$ cat src/rtl/rr_pkg.sv
package rr_pkg;

    // Scan element: marker seen, request seen, request found after marker
    typedef struct packed {
        logic tok;
        logic req;
        logic hit;
    } scan_t;

    localparam scan_t SCAN_IDENT = '0;

    // Associative combine; lo covers earlier positions than hi
    function automatic scan_t scan_join(scan_t lo, scan_t hi);
        scan_t r;
        r.tok = lo.tok | hi.tok;
        r.req = lo.req | hi.req;
        r.hit = lo.hit | hi.hit | (lo.tok & hi.req);
        return r;
    endfunction

endpackage

$ cat src/rtl/rr_prefix_scan.sv
module rr_prefix_scan
    import rr_pkg::*;
#(
    parameter int W = 16
) (
    input  scan_t [W-1:0] leaf_i,
    output scan_t [W-1:0] excl_o
);
    localparam int LEVELS = (W > 1) ? $clog2(W) : 1;

    scan_t [W-1:0] stage [LEVELS+1];

    assign stage[0] = leaf_i;

    // Kogge-Stone network: level l joins each position with the one 2^l below
    for (genvar l = 0; l < LEVELS; l++) begin : g_level
        localparam int DIST = 1 << l;
        for (genvar i = 0; i < W; i++) begin : g_pos
            if (i >= DIST) begin : g_join
                assign stage[l+1][i] = scan_join(stage[l][i-DIST], stage[l][i]);
            end else begin : g_pass
                assign stage[l+1][i] = stage[l][i];
            end
        end
    end

    // Exclusive prefix: position i sees only positions strictly below it
    assign excl_o[0] = SCAN_IDENT;
    for (genvar i = 1; i < W; i++) begin : g_excl
        assign excl_o[i] = stage[LEVELS][i-1];
    end

endmodule

$ cat src/rtl/rr_grant_fold.sv
module rr_grant_fold
    import rr_pkg::*;
#(
    parameter int N = 8
) (
    input  logic [N-1:0] req_i,
    input  logic [N-1:0] last_i,
    output logic [N-1:0] grant_o
);
    localparam int M = 2 * N;

    scan_t [M-1:0] leaf_w;
    scan_t [M-1:0] excl_w;
    logic  [M-1:0] raw_w;

    // Requests appear twice; the marker only in the first copy
    for (genvar i = 0; i < M; i++) begin : g_leaf
        if (i < N) begin : g_lo
            assign leaf_w[i] = '{tok: last_i[i], req: req_i[i], hit: 1'b0};
        end else begin : g_hi
            assign leaf_w[i] = '{tok: 1'b0, req: req_i[i-N], hit: 1'b0};
        end
    end

    rr_prefix_scan #(.W(M)) scan_i (
        .leaf_i (leaf_w),
        .excl_o (excl_w)
    );

    for (genvar i = 0; i < M; i++) begin : g_raw
        assign raw_w[i] = leaf_w[i].req & excl_w[i].tok & ~excl_w[i].hit;
    end

    // Fold the doubled vector back onto the ring
    assign grant_o = raw_w[N-1:0] | raw_w[M-1:N];

endmodule

$ cat src/rtl/rr_prefix_arbiter.sv
module rr_prefix_arbiter #(
    parameter int N = 8
) (
    input  logic         clk_i,
    input  logic         rst_ni,
    input  logic [N-1:0] req_i,
    output logic [N-1:0] grant_o,
    output logic [N-1:0] last_served_o
);
    typedef struct packed {
        logic [N-1:0] grant;
        logic [N-1:0] last;
    } arb_state_t;

    localparam logic [N-1:0] LAST_RST = {1'b1, {(N-1){1'b0}}};
    localparam arb_state_t   STATE_RST = '{grant: '0, last: LAST_RST};

    arb_state_t   state_d, state_q;
    logic [N-1:0] pick_w;

    rr_grant_fold #(.N(N)) fold_i (
        .req_i   (req_i),
        .last_i  (state_q.last),
        .grant_o (pick_w)
    );

    always_comb begin
        state_d       = state_q;
        state_d.grant = pick_w;
        if (|pick_w) begin
            state_d.last = pick_w;
        end
    end

    always_ff @(posedge clk_i) begin
        if (!rst_ni) begin
            state_q <= STATE_RST;
        end else begin
            state_q <= state_d;
        end
    end

    assign grant_o       = state_q.grant;
    assign last_served_o = state_q.last;


    grant_onehot_chk: assert property (@(posedge clk_i) disable iff (!rst_ni)
        $onehot0(grant_o));


    grant_requested_chk: assert property (@(posedge clk_i) disable iff (!rst_ni)
        (req_i != '0) |=> ((grant_o & ~$past(req_i)) == '0));


    idle_hold_chk: assert property (@(posedge clk_i) disable iff (!rst_ni)
        (req_i == '0) |=> (grant_o == '0 && $stable(last_served_o)));


    busy_grant_chk: assert property (@(posedge clk_i) disable iff (!rst_ni)
        (req_i != '0) |=> (grant_o != '0));


    marker_onehot_chk: assert property (@(posedge clk_i) disable iff (!rst_ni)
        $onehot(last_served_o));

endmodule

$ cat config.mk
export PLATFORM = sky130hd
export DESIGN_NAME = rr_prefix_arbiter
export DESIGN_NICKNAME = d
export VERILOG_FILES = /design/src/rtl/rr_pkg.sv /design/src/rtl/rr_prefix_scan.sv /design/src/rtl/rr_grant_fold.sv /design/src/rtl/rr_prefix_arbiter.sv
export SDC_FILE = /design/constraint.sdc
export NUM_CORES = 1
export LEC_CHECK = 0
export BUFFER_PORTS_ARGS = -buffer_cell sky130_fd_sc_hd__buf_2
export CELL_PAD_IN_SITES_DETAIL_PLACEMENT = 1
export CELL_PAD_IN_SITES_GLOBAL_PLACEMENT = 1
export CORE_ASPECT_RATIO = 0.7
export CORE_MARGIN = 5
export CORE_UTILIZATION = 30
export CTS_CLUSTER_DIAMETER = 200
export DETAILED_ROUTE_END_ITERATION = 8
export PLACE_DENSITY_LB_ADDON = 0.1
export SYNTH_ARGS = -nofsm -noshare
export SYNTH_HDL_FRONTEND = slang
export SYNTH_HIERARCHICAL = 1
export SYNTH_SLANG_ARGS = --single-unit
$ cat constraint.sdc
create_clock -name clk_i -period 5.2 [get_ports clk_i]
set_clock_uncertainty 0.15 [all_clocks]
set_input_delay 0.78 -clock clk_i [delete_from_list [all_inputs] [get_ports clk_i]]
set_output_delay 0.78 -clock clk_i [all_outputs]
set_load 0.02 [all_outputs]
==> results.cfg <==
[pwr]
power_density_nw_per_um2 = 150.5
p_leak_nw = 0.8451
peakVddDrop_mv = 0.08121
finalPower_mw = 0.2893

[sta]
fin_tns_setup_ns = 0
fmax_mhz = 317.7
max-slew-margin-rel_pct = 60.84
hold_viol = 0
slew_violations = 0
grt_setup_unrepaired = no
tightest_slew_ns = 0.5859
fin_crit_ns = 3.148
finalSetupViolCount = 0
period_share_pct = 60.54

[drt]
drc = 0
final_antenna_net_count = 0
initialDrtViolationCount = 53
viasPerCell = 4.776
wire_per_inst_um = 14.42
wl_um = 4774
vias = 1581
first_pass_iters = 4

[placed_design]
io_buffer_count = 25
hpwl_um = 3778
dp_cells = 328
place.gp.congestion = 0.7851

[clock_tree]
postCtsHoldBufs = 0
tritoncts = yes
post-cts-setup-buffer-count = 0
cts_root_buffer = clkbuf_8
cts_made_buffers = 3
clockBufferDepth = 2
clk_pin_slew_ns = 0.06
clk_latency_ns = 0.24
htreeDepth = 1
cts_sinks = 16
cts_resized = 0

[worst_setup_path]
crit_arrival_ns = 3.14
crit_chain = buf_2 -> a2111oi_1 -> nand3_1 -> nor3_1 -> nand4_1 -> nand2b_1 -> a21boi_2 -> nor4_2 -> and4b_1 -> o21a_1
cp-start-kind = primary input
crit_type = in2reg
cpPeakStageDelay_ns = 0.61
slowest_stage = a2111oi_1
critPathMaxFanout = 10
cp.required_ns = 5.19
cp-end-kind = flop

[global_route]
antenna_found_initial = 0
grt_pass1_vias = 1490
overflow = 0
grt_usage_pct = 14.89
grt_start_max_net_pins = 17
grt_pass1_wl_um = 7797

[cells_and_area]
final_cell_mix = conb_1 (58), buf_2 (25), nor2_1 (21)
n_antenna_cell = 0
nNetsFinal = 274
area_delta_synth_final_pct = 26.73
drive_gt1_share_pct = 20.99
final_common_cell = conb_1
instances_no_fill = 331

[floorplan]
rows = 21
boundaryPins = 26
start_util_pct = 31.37
die_area_sq_um = 6599
core_area_sq_um = 4835
die_h_um = 69.49
die_x_um = 94.98

[synthesis]
avgSynthCellArea_sq_um = 8.109
syn_inst = 187
syn_area_sq_um = 1516
yosysWarnings = 6

[worst_hold_path]
hp-class = reg2reg

[job]
drv_cap = 0

[outcome]
status = complete, no violations
through the flow:
stage	instance area [sq um]	util [%]	setup WS, ns	hold WS [ns]
6_report	1922	39.75	2.052	0.5659
5_1_grt	1922	39.75	1.789	0.5951
4_1_cts	1922	39.75	2.040	0.5685
3_5_place_dp	1881	38.90	1.789	0.5550
3_3_place_gp	1881	38.90	1.754	0.5579
2_1_floorplan	1727	-	2.445	0.5089
worst max-delay path: cells and delay by family:
family                 cells  cell delay (ns)
AOI/OAI and AO/OA          3             1.03
and+or+nand+nor            6             1.14
buffers and inverters      1             0.17
layout make-up:
class	count	area [sq um]
fill	638	2913
clock buffer	3	41.29
inverter	3	11.26
tap	69	86.33
sequential	16	320.3
multi-input combinational	215	1338
timing repair buffer	25	125.1
flip-flops by register name (all words and copies together), names as in the netlist:
| name | cells |
|---|---|
| last_served_o | 8 |
| grant_o | 8 |
final timing paths:
check / startpoint / to / slack, ns / depth (start not counted)
hold reg to reg: last_served_o[7] / last_served_o[7] / 0.57 / 2
hold / removal: last_served_o[7] / last_served_o[7] / 0.57 / 2
setup / recovery: req_i[2] / last_served_o[2] / 2.05 / 10
setup reg to reg: last_served_o[5] / last_served_o[3] / 2.34 / 9
routing by layer:
| metal | vias up | wire length [um] | part of all wire (%) | track usage (%) |
|---|---|---|---|---|
| met5 | - | 0 | 0 | 0 |
| met4 | 0 | 38 | 0.80 | 2.240 |
| met3 | 6 | 181 | 3.8 | 2.711 |
| met2 | 35 | 1847 | 39 | 20.00 |
| met1 | 740 | 2705 | 57 | 24.28 |
| li1 | 800 | - | - | - |
power by group:
part           internal (mW)  total (mW)  switching (mW)
registers              0.125       0.129         0.00484
logic                 0.0245      0.0697          0.0452
clock network         0.0512      0.0902          0.0389
total                  0.200       0.289          0.0890
Note: power is estimated with default switching activity, not from simulation.
